<file path="config.mk">
export PLATFORM = sky130hd
export DESIGN_NAME = pwr_wake_ctrl
export DESIGN_NICKNAME = d
export VERILOG_FILES = /design/src/rtl/pmw_pkg.sv /design/src/rtl/irq_wake_det.sv /design/src/rtl/wdt_clear_mux.sv /design/src/rtl/wdt_timer.sv /design/src/rtl/pm_fsm.sv /design/src/rtl/pwr_wake_ctrl.sv
export SDC_FILE = /design/constraint.sdc
export NUM_CORES = 1
export LEC_CHECK = 0
export CORE_MARGIN = 10
export CORE_UTILIZATION = 40
export CTS_CLUSTER_SIZE = 20
export DETAILED_ROUTE_END_ITERATION = 7
export PLACE_DENSITY_LB_ADDON = 0.1
export REMOVE_ABC_BUFFERS = 1
export SYNTH_ARGS = -nofsm -noshare
export SYNTH_HDL_FRONTEND = slang
export SYNTH_SLANG_ARGS = --single-unit
</file>
<file path="constraint.sdc">
create_clock -name clk -period 6.1 [get_ports clk]
set_input_delay 1.83 -clock clk [delete_from_list [all_inputs] [get_ports clk]]
set_output_delay 1.83 -clock clk [all_outputs]
set_load 0.01 [all_outputs]
</file>
<file path="src/rtl/pmw_pkg.sv">
package pmw_pkg;

    typedef enum logic [1:0] {
        PM_RUN   = 2'd0,
        PM_IDLE  = 2'd1,
        PM_SLEEP = 2'd2
    } pmode_e;

    localparam int PS_W = 16;

    typedef struct packed {
        logic [PS_W-1:0] ps;
        logic            expire;
    } wdt_ps_t;

    // all-ones mask of sel bits: last postscaler value before expiry
    function automatic logic [PS_W-1:0] ps_limit(input logic [3:0] sel);
        logic [PS_W-1:0] lim;
        for (int i = 0; i < PS_W; i++) begin
            lim[i] = (i < int'(sel));
        end
        return lim;
    endfunction

    function automatic pmode_e low_mode(input logic idle_sel);
        return idle_sel ? PM_IDLE : PM_SLEEP;
    endfunction

endpackage

</file>
<file path="src/rtl/irq_wake_det.sv">
module irq_wake_det #(
    parameter int N_IRQ = 4
) (
    input  logic [N_IRQ-1:0] irq_flag,
    input  logic [N_IRQ-1:0] irq_en,
    output logic             irq_any
);
    logic [N_IRQ-1:0] hit;

    for (genvar g = 0; g < N_IRQ; g++) begin : g_src
        assign hit[g] = irq_flag[g] & irq_en[g];
    end

    assign irq_any = |hit;
endmodule

</file>
<file path="src/rtl/wdt_clear_mux.sv">
module wdt_clear_mux (
    input  logic sleep_ok,
    input  logic clrwdt,
    input  logic clk_fail,
    input  logic clkmon_en,
    input  logic freq_wr,
    input  logic intosc_sel,
    output logic wdt_clr
);
    logic clk_lost_clr;
    logic osc_wr_clr;

    always_comb begin
        clk_lost_clr = clk_fail & clkmon_en;
        osc_wr_clr   = freq_wr & intosc_sel;
        wdt_clr      = clrwdt | sleep_ok | clk_lost_clr | osc_wr_clr;
    end
endmodule

</file>
<file path="src/rtl/wdt_timer.sv">
module wdt_timer
    import pmw_pkg::*;
#(
    parameter int BASE_DIV = 4,
    localparam int BASE_W = (BASE_DIV > 1) ? $clog2(BASE_DIV) : 1
) (
    input  logic              clk,
    input  logic              rst,
    input  logic              tick,
    input  logic              clr,
    input  logic [3:0]        ps_sel,
    output logic [BASE_W-1:0] base,
    output logic [PS_W-1:0]   ps,
    output logic              expire
);
    localparam logic [BASE_W-1:0] BASE_LAST = BASE_W'(BASE_DIV - 1);

    logic    base_wrap;
    wdt_ps_t nxt;

    always_comb begin
        base_wrap  = tick && (base == BASE_LAST);
        nxt.expire = !clr && base_wrap && (ps == ps_limit(ps_sel));
        nxt.ps     = ps;
        if (clr || nxt.expire) begin
            nxt.ps = '0;
        end else if (base_wrap) begin
            nxt.ps = ps + 1'b1;
        end
        expire = nxt.expire;
    end

    always_ff @(posedge clk) begin
        if (rst) begin
            base <= '0;
            ps   <= '0;
        end else begin
            ps <= nxt.ps;
            if (clr || base_wrap) begin
                base <= '0;
            end else if (tick) begin
                base <= base + 1'b1;
            end
        end
    end
endmodule

</file>
<file path="src/rtl/pm_fsm.sv">
module pm_fsm
    import pmw_pkg::*;
#(
    parameter int SETTLE = 8,
    localparam int SET_W = $clog2(SETTLE + 1)
) (
    input  logic   clk,
    input  logic   rst,
    input  logic   irq_any,
    input  logic   gie,
    input  logic   sleep_req,
    input  logic   idle_sel,
    input  logic   wdt_expire,
    output pmode_e mode,
    output logic   exec_en,
    output logic   vec_req,
    output logic   wdt_rst,
    output logic   sleep_ok
);
    localparam logic [SET_W-1:0] SETTLE_LD = SET_W'(SETTLE);

    logic [SET_W-1:0] settle_cnt;
    logic             vec_pend;
    logic             wake;

    always_comb begin
        exec_en  = (mode == PM_RUN) && (settle_cnt == '0);
        sleep_ok = exec_en && sleep_req;
        vec_req  = exec_en && vec_pend;
        wake     = (mode != PM_RUN) && (irq_any || wdt_expire);
    end

    always_ff @(posedge clk) begin
        if (rst) begin
            mode       <= PM_RUN;
            settle_cnt <= '0;
            vec_pend   <= 1'b0;
            wdt_rst    <= 1'b0;
        end else begin
            wdt_rst <= wdt_expire && (mode == PM_RUN);
            if (mode == PM_RUN) begin
                if (settle_cnt != '0) begin
                    settle_cnt <= settle_cnt - 1'b1;
                end
                if (vec_req) begin
                    vec_pend <= 1'b0;
                end
                if (sleep_ok) begin
                    mode <= low_mode(idle_sel);
                end
            end else if (wake) begin
                mode       <= PM_RUN;
                settle_cnt <= SETTLE_LD;
                vec_pend   <= irq_any && gie;
            end
        end
    end
endmodule

</file>
<file path="src/rtl/pwr_wake_ctrl.sv">
module pwr_wake_ctrl
    import pmw_pkg::*;
#(
    parameter int N_IRQ    = 4,
    parameter int SETTLE   = 8,
    parameter int BASE_DIV = 4,
    localparam int BASE_W  = (BASE_DIV > 1) ? $clog2(BASE_DIV) : 1,
    localparam int CNT_W   = PS_W + BASE_W
) (
    input  logic             clk,
    input  logic             rst,
    input  logic [N_IRQ-1:0] irq_flag,
    input  logic [N_IRQ-1:0] irq_en,
    input  logic             gie,
    input  logic             sleep_req,
    input  logic             idle_sel,
    input  logic             clrwdt,
    input  logic             wdt_tick,
    input  logic [3:0]       wdt_ps_sel,
    input  logic             clk_fail,
    input  logic             clkmon_en,
    input  logic             freq_wr,
    input  logic             intosc_sel,
    output logic [1:0]       pmode,
    output logic             exec_en,
    output logic             vec_req,
    output logic             wdt_rst,
    output logic [CNT_W-1:0] wdt_count
);
    logic              irq_any;
    logic              sleep_ok;
    logic              wdt_clr;
    logic              wdt_expire;
    logic [BASE_W-1:0] wdt_base;
    logic [PS_W-1:0]   wdt_ps;
    pmode_e            mode;

    irq_wake_det #(.N_IRQ(N_IRQ)) u_irq (
        .irq_flag (irq_flag),
        .irq_en   (irq_en),
        .irq_any  (irq_any)
    );

    wdt_clear_mux u_clr (
        .sleep_ok   (sleep_ok),
        .clrwdt     (clrwdt),
        .clk_fail   (clk_fail),
        .clkmon_en  (clkmon_en),
        .freq_wr    (freq_wr),
        .intosc_sel (intosc_sel),
        .wdt_clr    (wdt_clr)
    );

    wdt_timer #(.BASE_DIV(BASE_DIV)) u_wdt (
        .clk    (clk),
        .rst    (rst),
        .tick   (wdt_tick),
        .clr    (wdt_clr),
        .ps_sel (wdt_ps_sel),
        .base   (wdt_base),
        .ps     (wdt_ps),
        .expire (wdt_expire)
    );

    pm_fsm #(.SETTLE(SETTLE)) u_fsm (
        .clk        (clk),
        .rst        (rst),
        .irq_any    (irq_any),
        .gie        (gie),
        .sleep_req  (sleep_req),
        .idle_sel   (idle_sel),
        .wdt_expire (wdt_expire),
        .mode       (mode),
        .exec_en    (exec_en),
        .vec_req    (vec_req),
        .wdt_rst    (wdt_rst),
        .sleep_ok   (sleep_ok)
    );

    assign pmode     = mode;
    assign wdt_count = {wdt_ps, wdt_base};
endmodule

</file>
Yosys cells after proc, flatten, opt, wreduce, memory -nomap -nowiden:

Index checks and enable logic that the tools add are counted.

* register bits: 26
* output and inout port bits: 23

* $add $sub $neg: 3
* order comparisons: 15
* equal/unequal tests: 5
* multiplexer cells: 10
* bitwise gates (word level): 9
* reductions and logical operators: 24

Operator list (count)
* 4-bit less-than comparator, first input constant: 7
* 16-bit by 1-bit adder with 16-bit output, second input constant: 1
* 16-bit by 15-bit == test with 1-bit output: 1
* 3-bit by 4-bit less-than comparator with 1-bit output, first input constant: 4
* 4-bit two-way mux: 3
* 1-bit logical AND: 9
* 1-bit by 4-bit less-than comparator with 1-bit output, first input constant: 2
* 2-bit by 4-bit less-than comparator with 1-bit output, first input constant: 2
* 2-bit two-way mux: 4
* 1-bit bitwise AND: 6
* 2-bit != test, second input constant: 3
* 2-bit AND reduction: 3
* 4-bit zero test: 1
* 2-bit nonzero test: 2
* 4-bit nonzero test: 1
* 2-bit OR reduction: 2
* 4-bit OR reduction: 1
* 4-bit by 1-bit subtractor with 4-bit output, second input constant: 1
* 1-bit logical OR: 3
* 1-bit two-way mux: 3
* 1-bit OR: 3
* 2-bit by 1-bit adder with 2-bit output, second input constant: 1
* 2-bit == test, second input constant: 1
* 2-bit zero test: 1
* 1-bit zero test: 1

Longest topological paths before layout:

Gate-level depths: netlist of the first run.

* word-level depth: 13
* gate-level depth with buffers: 9
* mapped depth without buffers: 8

Cells and area by module:

A second synthesis of the first run with hierarchy kept.

* cell total of the unflattened synthesis: 211
* area, all modules: 1650.3 sq um

By module, submodules not included
* wdt_timer: times used 1, cells an instance 158, area an instance 1208.7 sq um, seq. area each 360.3 sq um
* pm_fsm: times used 1, cells an instance 47, area an instance 407.9 sq um, seq. area each 160.2 sq um
* irq_wake_det: times used 1, cells an instance 3, area an instance 18.8 sq um, seq. area each 0.0 sq um
* wdt_clear_mux: times used 1, cells an instance 3, area an instance 15.0 sq um, seq. area each 0.0 sq um

Least setup slack after synthesis of the first run:

OpenSTA, ideal clock, no wires.

* kind: input to register
* start: input port wdt_ps_sel[2]
* end: register u_fsm.mode[0]
* data arrival time: 3567 ps
* required time: 5970 ps
* slack: 2402 ps
* stages on the path: 8
* cells stage by stage: clkbuf_1 > nor2b_1 > a2111oi_4 > nand4_1 > or3b_1 > nor4_4 > buf_6 > o32ai_1

* word-level cells in the longest chain between the ends: 7
* elaborated cells on any way between the ends: 21
* those cells by class: order compare (15); eq/ne (1); reduce/logical (5)

Ends and longest elaborated chain
* from (decl): line pwr_wake_ctrl.sv:19 `input logic [3:0] wdt_ps_sel,`
* 1-bit by 4-bit less-than comparator with 1-bit output (tied with other cells): line pmw_pkg.sv:20 `lim[i] = (i < int'(sel));`
* 16-bit by 15-bit == test with 1-bit output (*): line wdt_timer.sv:23 `nxt.expire = !clr && base_wrap && (ps == ps_limit(ps_sel));`
* 1-bit logical AND (*): line wdt_timer.sv:23
* 1-bit logical OR (*): line pm_fsm.sv:30 `wake = (mode != PM_RUN) && (irq_any || wdt_expire);`
* 1-bit logical AND (*): line pm_fsm.sv:30
* 2-bit nonzero test (no line) (*)
* 2-bit AND reduction (no line) (*)
* to (signal assigned): line pm_fsm.sv:49 `mode <= low_mode(idle_sel);`
* to (decl): line pm_fsm.sv:14 `output pmode_e mode,`

Every way passes the cells marked *; elsewhere a longest branch is shown, timed or not.
A chain may end at the register's enable or synchronous reset.

Worst setup path after layout of the first run:

* start: input port wdt_ps_sel[3]
* end: register u_fsm.mode[0]

Same word-level chain as after synthesis.

==> results of run 1 <==
[layer usage]
| metal | track usage, % | wire [um] | vias up |
|---|---|---|---|
| li1 | - | - | 864 |
| met1 | 16.58 | 2339 | 781 |
| met2 | 18.26 | 1981 | 52 |
| met3 | 4.207 | 374 | 2 |
| met4 | 2.695 | 15 | 0 |
| met5 | 0 | 0 | - |
[worst paths after layout]
| check | cells past startpoint | startpoint | end |
|---|---|---|---|
| worst max-delay path | 8 | wdt_ps_sel[3] | u_fsm.mode[0] |
| worst min-delay path | 2 | u_fsm.mode[1] | u_fsm.mode[1] |
| worst max register to register | 8 | u_wdt.base[0] | u_fsm.mode[0] |
| worst min register to register | 2 | u_fsm.mode[1] | u_fsm.mode[1] |
[placed cells by master (no fill, tap or decap), types with 2 or more instances in the layout]
cell              n
nand2_1          17
o21ai_0           9
nor4_1            2
mux2i_1           2
and3_1            2
inv_1             8
dfxtp_1          26
nor2_1           22
or2_2             3
nand2b_1          2
or3_1             3
nand4_1           3
a311oi_1          3
a21oi_1           7
ha_1              3
xor2_1            6
nand4b_1          3
nor2b_1           5
and2_1            2
o22ai_1           3
a221oi_1          2
nor3_1           23
clkdlybuf4s50_1  45
o21a_1            2
o32ai_1           4
nand3_1          11
clkbuf_8          4
xnor2_1          10
nand3b_1          3
[per-stage QoR]
stage / total power, W / area, um^2
after CTS: 0.0004641 / 2210
after global routing: 0.0004885 / 2210
after global placement: 0.0003510 / 2155
after floorplan: 0.0002935 / 1634
after detailed placement: 0.0003513 / 2155
final: 0.0004626 / 2210
[worst max-delay path: stages]
cell and delay, ps:
clkdlybuf4s50_1 810, inv_2 140, a2111oi_4 360, nand4_1 140
or3b_1 430, nor4_4 260, buf_4 310, o32ai_1 130
[cell usage after synthesis (2+ instances only)]
master	count	share of area (%)
nand4b_1	3	1.5
nand2_1	17	3.8
ha_1	3	2.2
nand4_1	3	1.1
and2_1	2	0.74
nand3b_1	3	1.3
inv_1	8	1.8
o32ai_1	4	2.1
a21oi_1	7	2.1
nor2b_1	5	1.8
buf_6	2	1.3
buf_2	2	0.59
o21a_1	2	0.88
o22ai_1	3	1.1
o21ai_0	9	2.7
clkbuf_1	6	1.3
nor2_1	22	4.9
nor4_1	2	0.74
xnor2_1	10	5.2
nand2b_1	2	0.74
or3_1	3	1.1
or2_2	3	1.1
mux2i_1	2	1.2
buf_1	2	0.44
nand3_1	11	3.2
and3_1	2	0.74
xor2_1	6	3.1
dfxtp_1	26	31
nor3_1	23	6.8
a221oi_1	2	1.0
a311oi_1	3	1.5
[where the power goes]
group / total (W) / switching (W) / internal (W)
registers: 0.000196 / 0.0000128 / 0.000183
logic: 0.000154 / 0.0000807 / 0.0000729
clock network: 0.000113 / 0.0000557 / 0.0000577
[area by class of cell]
cell class | instances | area (um^2)
clock buffers | 4 | 55.05
fillers | 384 | 1848
inverters | 9 | 33.78
multi-input cells | 170 | 1080
flip-flops and latches | 26 | 520.5
well taps | 50 | 62.56
repair buffers | 46 | 457.9
[sequential cells by signal (all words and copies together), names as in the netlist]
register and cells:
u_wdt.ps 16, u_fsm.wdt_rst 1, u_wdt.base 2, u_fsm.settle_cnt 4, u_fsm.vec_pend 1, u_fsm.mode 2
[cells by family (layout without fill, tap and decap cells)]
logic type,after synthesis,count (layout),synth area share [%]
AO/OA/AOI/OAI,42,42,18.36
adder cells (fa/ha/maj),3,3,2.213
flip-flops,26,26,30.68
AND/OR/NAND/NOR,106,106,32.96
buffers and inverters,21,59,5.678
XOR/XNOR,16,16,8.259
multiplexers,3,3,1.844
==> metrics.md, run 1 <==
| Metric | Value |
|---|---|
| Leakage | `0.7161 nW` |
| DRC violations left | `0` |
| Sink Count | `26` |
| Mapped cell area | `1697 um^2` |
| Maxcap violations | `0` |
| Global route total overflow | `0` |
| Initial antenna violation count | `0` |
| DRT iter0 DRCs | `97` |
| Die Wd | `85.13 um` |
| Synth-to-Final Area Change | `30.24%` |
| Clk Latency, worst-skew pair | `270 ps` |
| Required time of the critical path | `6250 ps` |
| Min Hold Slack | `531.3 ps` |
| Drt pass-1 iters | `4` |
| Nets | `282` |
| Num CTS Buffers | `3` |
| Peak fanout along the critical path | `23` |
| Rel. slew slack | `41.71%` |
| Root Buffer | `clkbuf_8` |
| Startpoint Class | `primary input` |
| Post-CTS setup buffer count | `0` |
| Setup violators final | `0` |
| Sequential area share after synthesis | `30.68%` |
| CP endpoint kind | `flop` |
| Yosys reg bits | `26` |
| Gr usage total | `12.28%` |
| Syn Area/Cell | `7.819 um^2` |
| Vias in the first global route | `1569` |
| Top FF cell, synth | `dfxtp_1` |
| DP HPWL | `3522 um` |
| CTS tree | `built` |
| Fin cells | `305` |
| Detailed Route WL | `4710 um` |
| Post-synth EDFFs | `0` |
| Worst Setup Path Type | `in2reg` |
| N_diodes | `0` |
| Period utilization | `70.00%` |
| Largest net degree at the start of global routing | `24` |
| Place WS | `1579 ps` |
| Final WS setup | `1830 ps` |
| Final ANT Viol Nets | `0` |
| Chip Height | `85.13 um` |
| Post-CTS Resized | `0` |
| IO Count | `46` |
| HP Class | `reg2reg` |
| Worst EP arrival | `4420 ps` |
| Clk slew on worst S/H paths | `90 ps` |
| Hold buffer count at cts | `0` |
| Initial Utilization | `41.81%` |
| Global-route wire length before repair | `7645 um` |
| Inst Count DP | `301` |
| Outcome | `completed` |
| Final slew viol count | `0` |
| H-tree levels | `1` |
| Crit path time final | `4270 ps` |
| Util after Layout | `54.46%` |
| I/O Buffers | `45` |
| RSZ-0062 raised after global routing | `no` |
| Pwr Density | `209.3 nW/um^2` |
| GPL Wtd Cong | `0.8681` |
| Layout cells sized above 1 | `4.706%` |
| Max VDD drop | `0.0001342 V` |
| Core footprint | `4058 um^2` |
| FMAX | `0.2342 GHz` |
| Clock Skew | `4.014 ps` |
| Ys async rst share | `0%` |
| Post-Syn Instances | `217` |
| Reg2reg setup slack | `3650 ps` |
| Synth warn | `0` |
| Drt wl/cell | `15.44 um` |
| Row count | `23` |
| CTS max path bufs | `2` |
| Netlist cell types | `50` |
| Setup TNS | `0 ps` |
| Routed vias | `1699` |
| Die ar. | `7246 um^2` |
| Final Hold Viols | `0` |
| Least-Margin Pin Slew | `874.4 ps` |
| DR vias/cell | `5.570` |
(Power assumes the default switching activity.)
==> run 2, diff against run 1 <==
==> constraint.sdc (replaced) <==
create_clock -name clk -period 4.1 [get_ports clk]
set_input_delay 1.23 -clock clk [delete_from_list [all_inputs] [get_ports clk]]
set_output_delay 1.23 -clock clk [all_outputs]
set_load 0.01 [all_outputs]
==> run 2 against run 1 <==
Effect of this change: worst setup slack got worse by 1100 ps; register-to-register slack got worse by 2000 ps; via count increased by 1.8%; first-iteration DRC count decreased by 23%; sequential power increased by 48%; global-route usage increased by 0.55 points; utilization increased by 0.22 points; power increased by 42%; cell area increased by 0.40%; final cell count increased by 0.66%; largest power group unchanged.
==> metrics.md, run 2 (synthesis results as in run 1) <==
| Metric | Value |
|---|---|
| CTS max path bufs | `2` |
| I/O Buffers | `45` |
| Die Wd | `85.13 um` |
| Gr usage total | `12.83%` |
| Reg2reg start | `u_wdt.base[0]` |
| Row count | `23` |
| CP endpoint kind | `flop` |
| Sink Count | `26` |
| Commonest non-fill, non-tap cells in the layout | `clkdlybuf4s50_1 (45), dfxtp_1 (26), nor3_1 (23)` |
| Final Hold Viols | `0` |
| Clock Skew | `3.762 ps` |
| FMAX | `0.2937 GHz` |
| Clk slew on worst S/H paths | `80 ps` |
| Die ar. | `7246 um^2` |
| Initial Utilization | `41.81%` |
| HP Class | `reg2reg` |
| Inst Count DP | `304` |
| Least-Margin Pin Slew | `544.1 ps` |
| Num CTS Buffers | `3` |
| IO Count | `46` |
| Fin area | `2218 um^2` |
| Vias in the first global route | `1663` |
| Peak fanout along the critical path | `23` |
| Routed vias | `1729` |
| Commonest non-fill, non-tap cell in the layout | `clkdlybuf4s50_1` |
| Max reg flops | `16` |
| Required time of the critical path | `4240 ps` |
| Max VDD drop | `0.0001410 V` |
| Synth-to-Final Area Change | `30.75%` |
| Hold buffer count at cts | `0` |
| DP HPWL | `3677 um` |
| RSZ-0062 raised after global routing | `no` |
| Period utilization | `83.06%` |
| Design Power | `0.0006587 W` |
| Layout cells sized above 1 | `5.447%` |
| Drt wl/cell | `15.56 um` |
| Clk Latency, worst-skew pair | `260 ps` |
| Pwr Density | `296.9 nW/um^2` |
| Fin cells | `307` |
| N_diodes | `0` |
| DRT iter0 DRCs | `75` |
| Startpoint Class | `primary input` |
| Setup TNS | `0 ps` |
| Maxcap violations | `0` |
| Crit path to | `u_fsm.mode[1]` |
| Final slew viol count | `0` |
| Crit path time final | `3405 ps` |
| CTS tree | `built` |
| Worst Setup Path Type | `in2reg` |
| R2R depth | `8` |
| Worst Setup SP | `wdt_ps_sel[2]` |
| Biggest regs | `u_wdt.ps (16), u_fsm.settle_cnt (4)` |
| Root Buffer | `clkbuf_8` |
| Outcome | `completed` |
| DR vias/cell | `5.632` |
| Rel. slew slack | `63.48%` |
| Detailed Route WL | `4778 um` |
| H-tree levels | `1` |
| FF-to-FF End | `u_fsm.mode[1]` |
| Global-route wire length before repair | `7969 um` |
| Leakage | `0.7236 nW` |
| Global route total overflow | `0` |
| GPL Wtd Cong | `0.8803` |
| Largest net degree at the start of global routing | `24` |
| Core footprint | `4058 um^2` |
| Worst EP arrival | `3550 ps` |
| Chip Height | `85.13 um` |
| Initial antenna violation count | `0` |
| Placed Area | `2177 um^2` |
| Setup violators final | `0` |
| Nets | `285` |
| Largest Register | `u_wdt.ps` |
| Post-CTS setup buffer count | `0` |
| Drt pass-1 iters | `4` |
| Fillers | `402` |
| Final ANT Viol Nets | `0` |
| Post-CTS Resized | `0` |
| DRC violations left | `0` |
| Reg2reg setup slack | `1630 ps` |
-- run 2: where the power goes --
part / switching [W] / internal, W / total [W]
combinational: 0.000119 / 0.000111 / 0.000229
clock: 0.0000743 / 0.0000657 / 0.000140
sequential: 0.0000177 / 0.000272 / 0.000290
total: 0.000211 / 0.000448 / 0.000659
-- run 2: cell type report --
| type | count | area [um^2] | area share (%) |
|---|---|---|---|
| inverter | 9 | 33.78 | 1.523 |
| tap | 50 | 62.56 | 2.820 |
| timing repair buffer | 49 | 480.5 | 21.66 |
| clock buffer | 3 | 41.29 | 1.861 |
| sequential | 26 | 520.5 | 23.46 |
| multi-input combinational | 170 | 1080 | 48.67 |
-- run 2: per-layer routing --
layer | up-vias | routed length, um | GRT usage (%)
met1 | 794 | 2150 | 16.38
li1 | 871 | - | -
met3 | 9 | 426 | 4.111
met2 | 55 | 2119 | 19.69
met4 | 0 | 82 | 4.491
met5 | - | 0 | 0
-- run 2: worst min path at each step --
stage | from | to | slack [ps] | cells past startpoint
floorplan | u_fsm.vec_pend | u_fsm.vec_pend | 490 | 2
global placement | u_fsm.mode[1] | u_fsm.mode[1] | 520 | 2
detailed placement | u_fsm.vec_pend | u_fsm.vec_pend | 520 | 2
CTS | u_fsm.vec_pend | u_fsm.vec_pend | 530 | 2
global route | u_fsm.vec_pend | u_fsm.vec_pend | 560 | 2
finish | u_fsm.mode[1] | u_fsm.mode[1] | 540 | 2
-- run 2: worst max-delay path, cell delays in order --
cell,delay [ps]
clkdlybuf4s50_1,610
buf_4,220
mux2_2,340
a311oi_1,340
o211ai_1,200
nor4_4,160
buf_4,300
o32ai_1,130
-- run 2: metrics by stage --
stage          setup slack (ps)  hold slack [ps]  utilization, %
6_report                  694.6            536.4           54.67
3_5_place_dp              458.6            521.7           53.65
2_1_floorplan             843.8            493.6               -
4_1_cts                   713.9            534.0           54.67
5_1_grt                   464.4            559.9           54.67
3_3_place_gp              437.4            515.1           53.65
==> run 3, diff against run 2 <==
==> constraint.sdc (replaced) <==
create_clock -name clk -period 2.9 [get_ports clk]
set_input_delay 0.87 -clock clk [delete_from_list [all_inputs] [get_ports clk]]
set_output_delay 0.87 -clock clk [all_outputs]
set_load 0.01 [all_outputs]
==> run 3 against run 2 <==
Effect of this change: die area unchanged; combinational power increased by 54%; worst setup slack got worse by 620 ps; first-iteration DRC count increased by 110%; non-clock buffer count increased by 25; worst hold slack got worse by 0.79 ps; count of clock-buffer cells in the layout unchanged; global-route usage increased by 0.85 points; critical path depth increased by 1; clock power increased by 120%; routed wire length increased by 6.2%; via count increased by 4.2%; critical endpoint is now u_fsm.settle_cnt[0]; largest cell class unchanged.
==> metrics.md, run 3 (synthesis results as in run 1) <==
| Metric | Value |
|---|---|
| Outcome | `completed` |
| Rel. slew slack | `72.22%` |
| Layout cells sized above 1 | `16.61%` |
| Final slew viol count | `0` |
| Worst Setup Path Type | `in2reg` |
| Row count | `23` |
| Maxcap violations | `0` |
| Gr usage total | `13.69%` |
| Leakage | `0.9156 nW` |
| Register area | `520.5 um^2` |
| CTS max path bufs | `2` |
| Commonest non-fill, non-tap cell in the layout | `clkdlybuf4s50_1` |
| Nets | `310` |
| I/O Buffers | `45` |
| Final Hold Viols | `0` |
| CP max stage delay | `510 ps` |
| GPL Wtd Cong | `0.8864` |
| Inst Count DP | `327` |
| Num CTS Buffers | `3` |
| Critical path cell sequence | `clkdlybuf4s50_1, inv_2, a2111oi_4, nand4_1, or3b_4, nor4_4, buf_4, clkbuf_16, o32ai_1` |
| CP endpoint kind | `flop` |
| Initial Utilization | `41.81%` |
| Sink Count | `26` |
| Fillers | `368` |
| IO Count | `46` |
| Root Buffer | `clkbuf_8` |
| Startpoint Class | `primary input` |
| Max reg flops | `16` |
| H-tree levels | `1` |
| Largest Register | `u_wdt.ps` |
| Fin cells | `333` |
| Peak fanout along the critical path | `9` |
| Fin area | `2499 um^2` |
| Routed vias | `1802` |
| Area of the multi-input gates | `1104 um^2` |
| Drt wl/cell | `15.24 um` |
| DP HPWL | `3808 um` |
| HP Class | `reg2reg` |
| Biggest regs | `u_wdt.ps (16), u_fsm.settle_cnt (4)` |
| Design Power | `0.001072 W` |
| Initial antenna violation count | `0` |
| Period utilization | `97.40%` |
| Final ANT Viol Nets | `0` |
| Worst EP arrival | `3000 ps` |
| DRC violations left | `0` |
| Chip Height | `85.13 um` |
| Least-Margin Pin Slew | `416.1 ps` |
| Global route total overflow | `0` |
| Hold buffer count at cts | `0` |
| Clk Latency, worst-skew pair | `280 ps` |
| FMAX | `0.3540 GHz` |
| Max VDD drop | `0.0002445 V` |
| Drt pass-1 iters | `4` |
| CTS tree | `built` |
| Die Wd | `85.13 um` |
| Placed Area | `2362 um^2` |
| DRT iter0 DRCs | `159` |
| Global-route wire length before repair | `8411 um` |
| Min Hold Slack | `535.6 ps` |
| Pwr Density | `428.9 nW/um^2` |
| Largest net degree at the start of global routing | `20` |
| Core footprint | `4058 um^2` |
| Clock Skew | `4.373 ps` |
| Crit path time final | `2825 ps` |
| Clk slew on worst S/H paths | `90 ps` |
| Vias in the first global route | `1725` |
| Required time of the critical path | `3070 ps` |
| Commonest non-fill, non-tap cells in the layout | `clkdlybuf4s50_1 (40), buf_4 (27), dfxtp_1 (26)` |
| Detailed Route WL | `5074 um` |
| DR vias/cell | `5.411` |
| Reg2reg setup slack | `550 ps` |
| Setup violators final | `0` |
| Synth-to-Final Area Change | `47.27%` |
| N_diodes | `0` |
| Die ar. | `7246 um^2` |
| CP max stage cell | `clkdlybuf4s50_1` |
==> run 3: per-layer routing <==
metal	track usage [%]	up-vias	share of wire [%]
li1	-	921	-
met1	18.20	817	47
met2	20.37	57	43
met3	4.876	7	8.0
met4	3.443	0	1.4
met5	0	-	0
==> run 3: cell type report <==
cell class	instances	share of cell area (%)
Timing Repair Buffer	74	28.29
Tap cell	50	2.504
Inverter	9	1.352
Clock inverter	1	1.202
Sequential cell	26	20.83
Multi-Input combinational cell	170	44.17
Clock buffer	3	1.652
==> run 3: report_power, final <==
part	internal (W)	total [W]	switching [W]
sequential	0.000384	0.000409	0.0000244
clock	0.000185	0.000311	0.000126
combinational	0.000176	0.000352	0.000177
total	0.000745	0.00107	0.000327
==> run 3: per-stage QoR <==
step | worst slack (ps) | utilization [%] | setup TNS, ps
floorplan | 3.811 | - | 0
global placement | -277.5 | 58.22 | -6154
detailed placement | -267.6 | 58.22 | -5898
CTS | 19.25 | 60.07 | 0
global route | -11.51 | 61.58 | -11.51
finish | 75.47 | 61.58 | 0
==> run 3: final timing paths <==
check,startpoint,cells past startpoint,endpoint
min reg2reg,u_fsm.vec_pend,2,u_fsm.vec_pend
max,wdt_ps_sel[3],9,u_fsm.settle_cnt[0]
max reg2reg,u_wdt.base[0],9,u_fsm.settle_cnt[0]
min,u_fsm.vec_pend,2,u_fsm.vec_pend
==> run 3: timing repair <==
item,CTS,global route
resized for setup,3,9
buffers inserted,0,1
endpoints found under the setup margin,2,24
pin swaps,0,3
cloned,0,1
==> run 3: worst max-delay path, delay by kind of cell <==
kind / cells / cell delay [ps]
buf+inv: 4 / 930
simple gates: 3 / 790
compound gates: 2 / 400
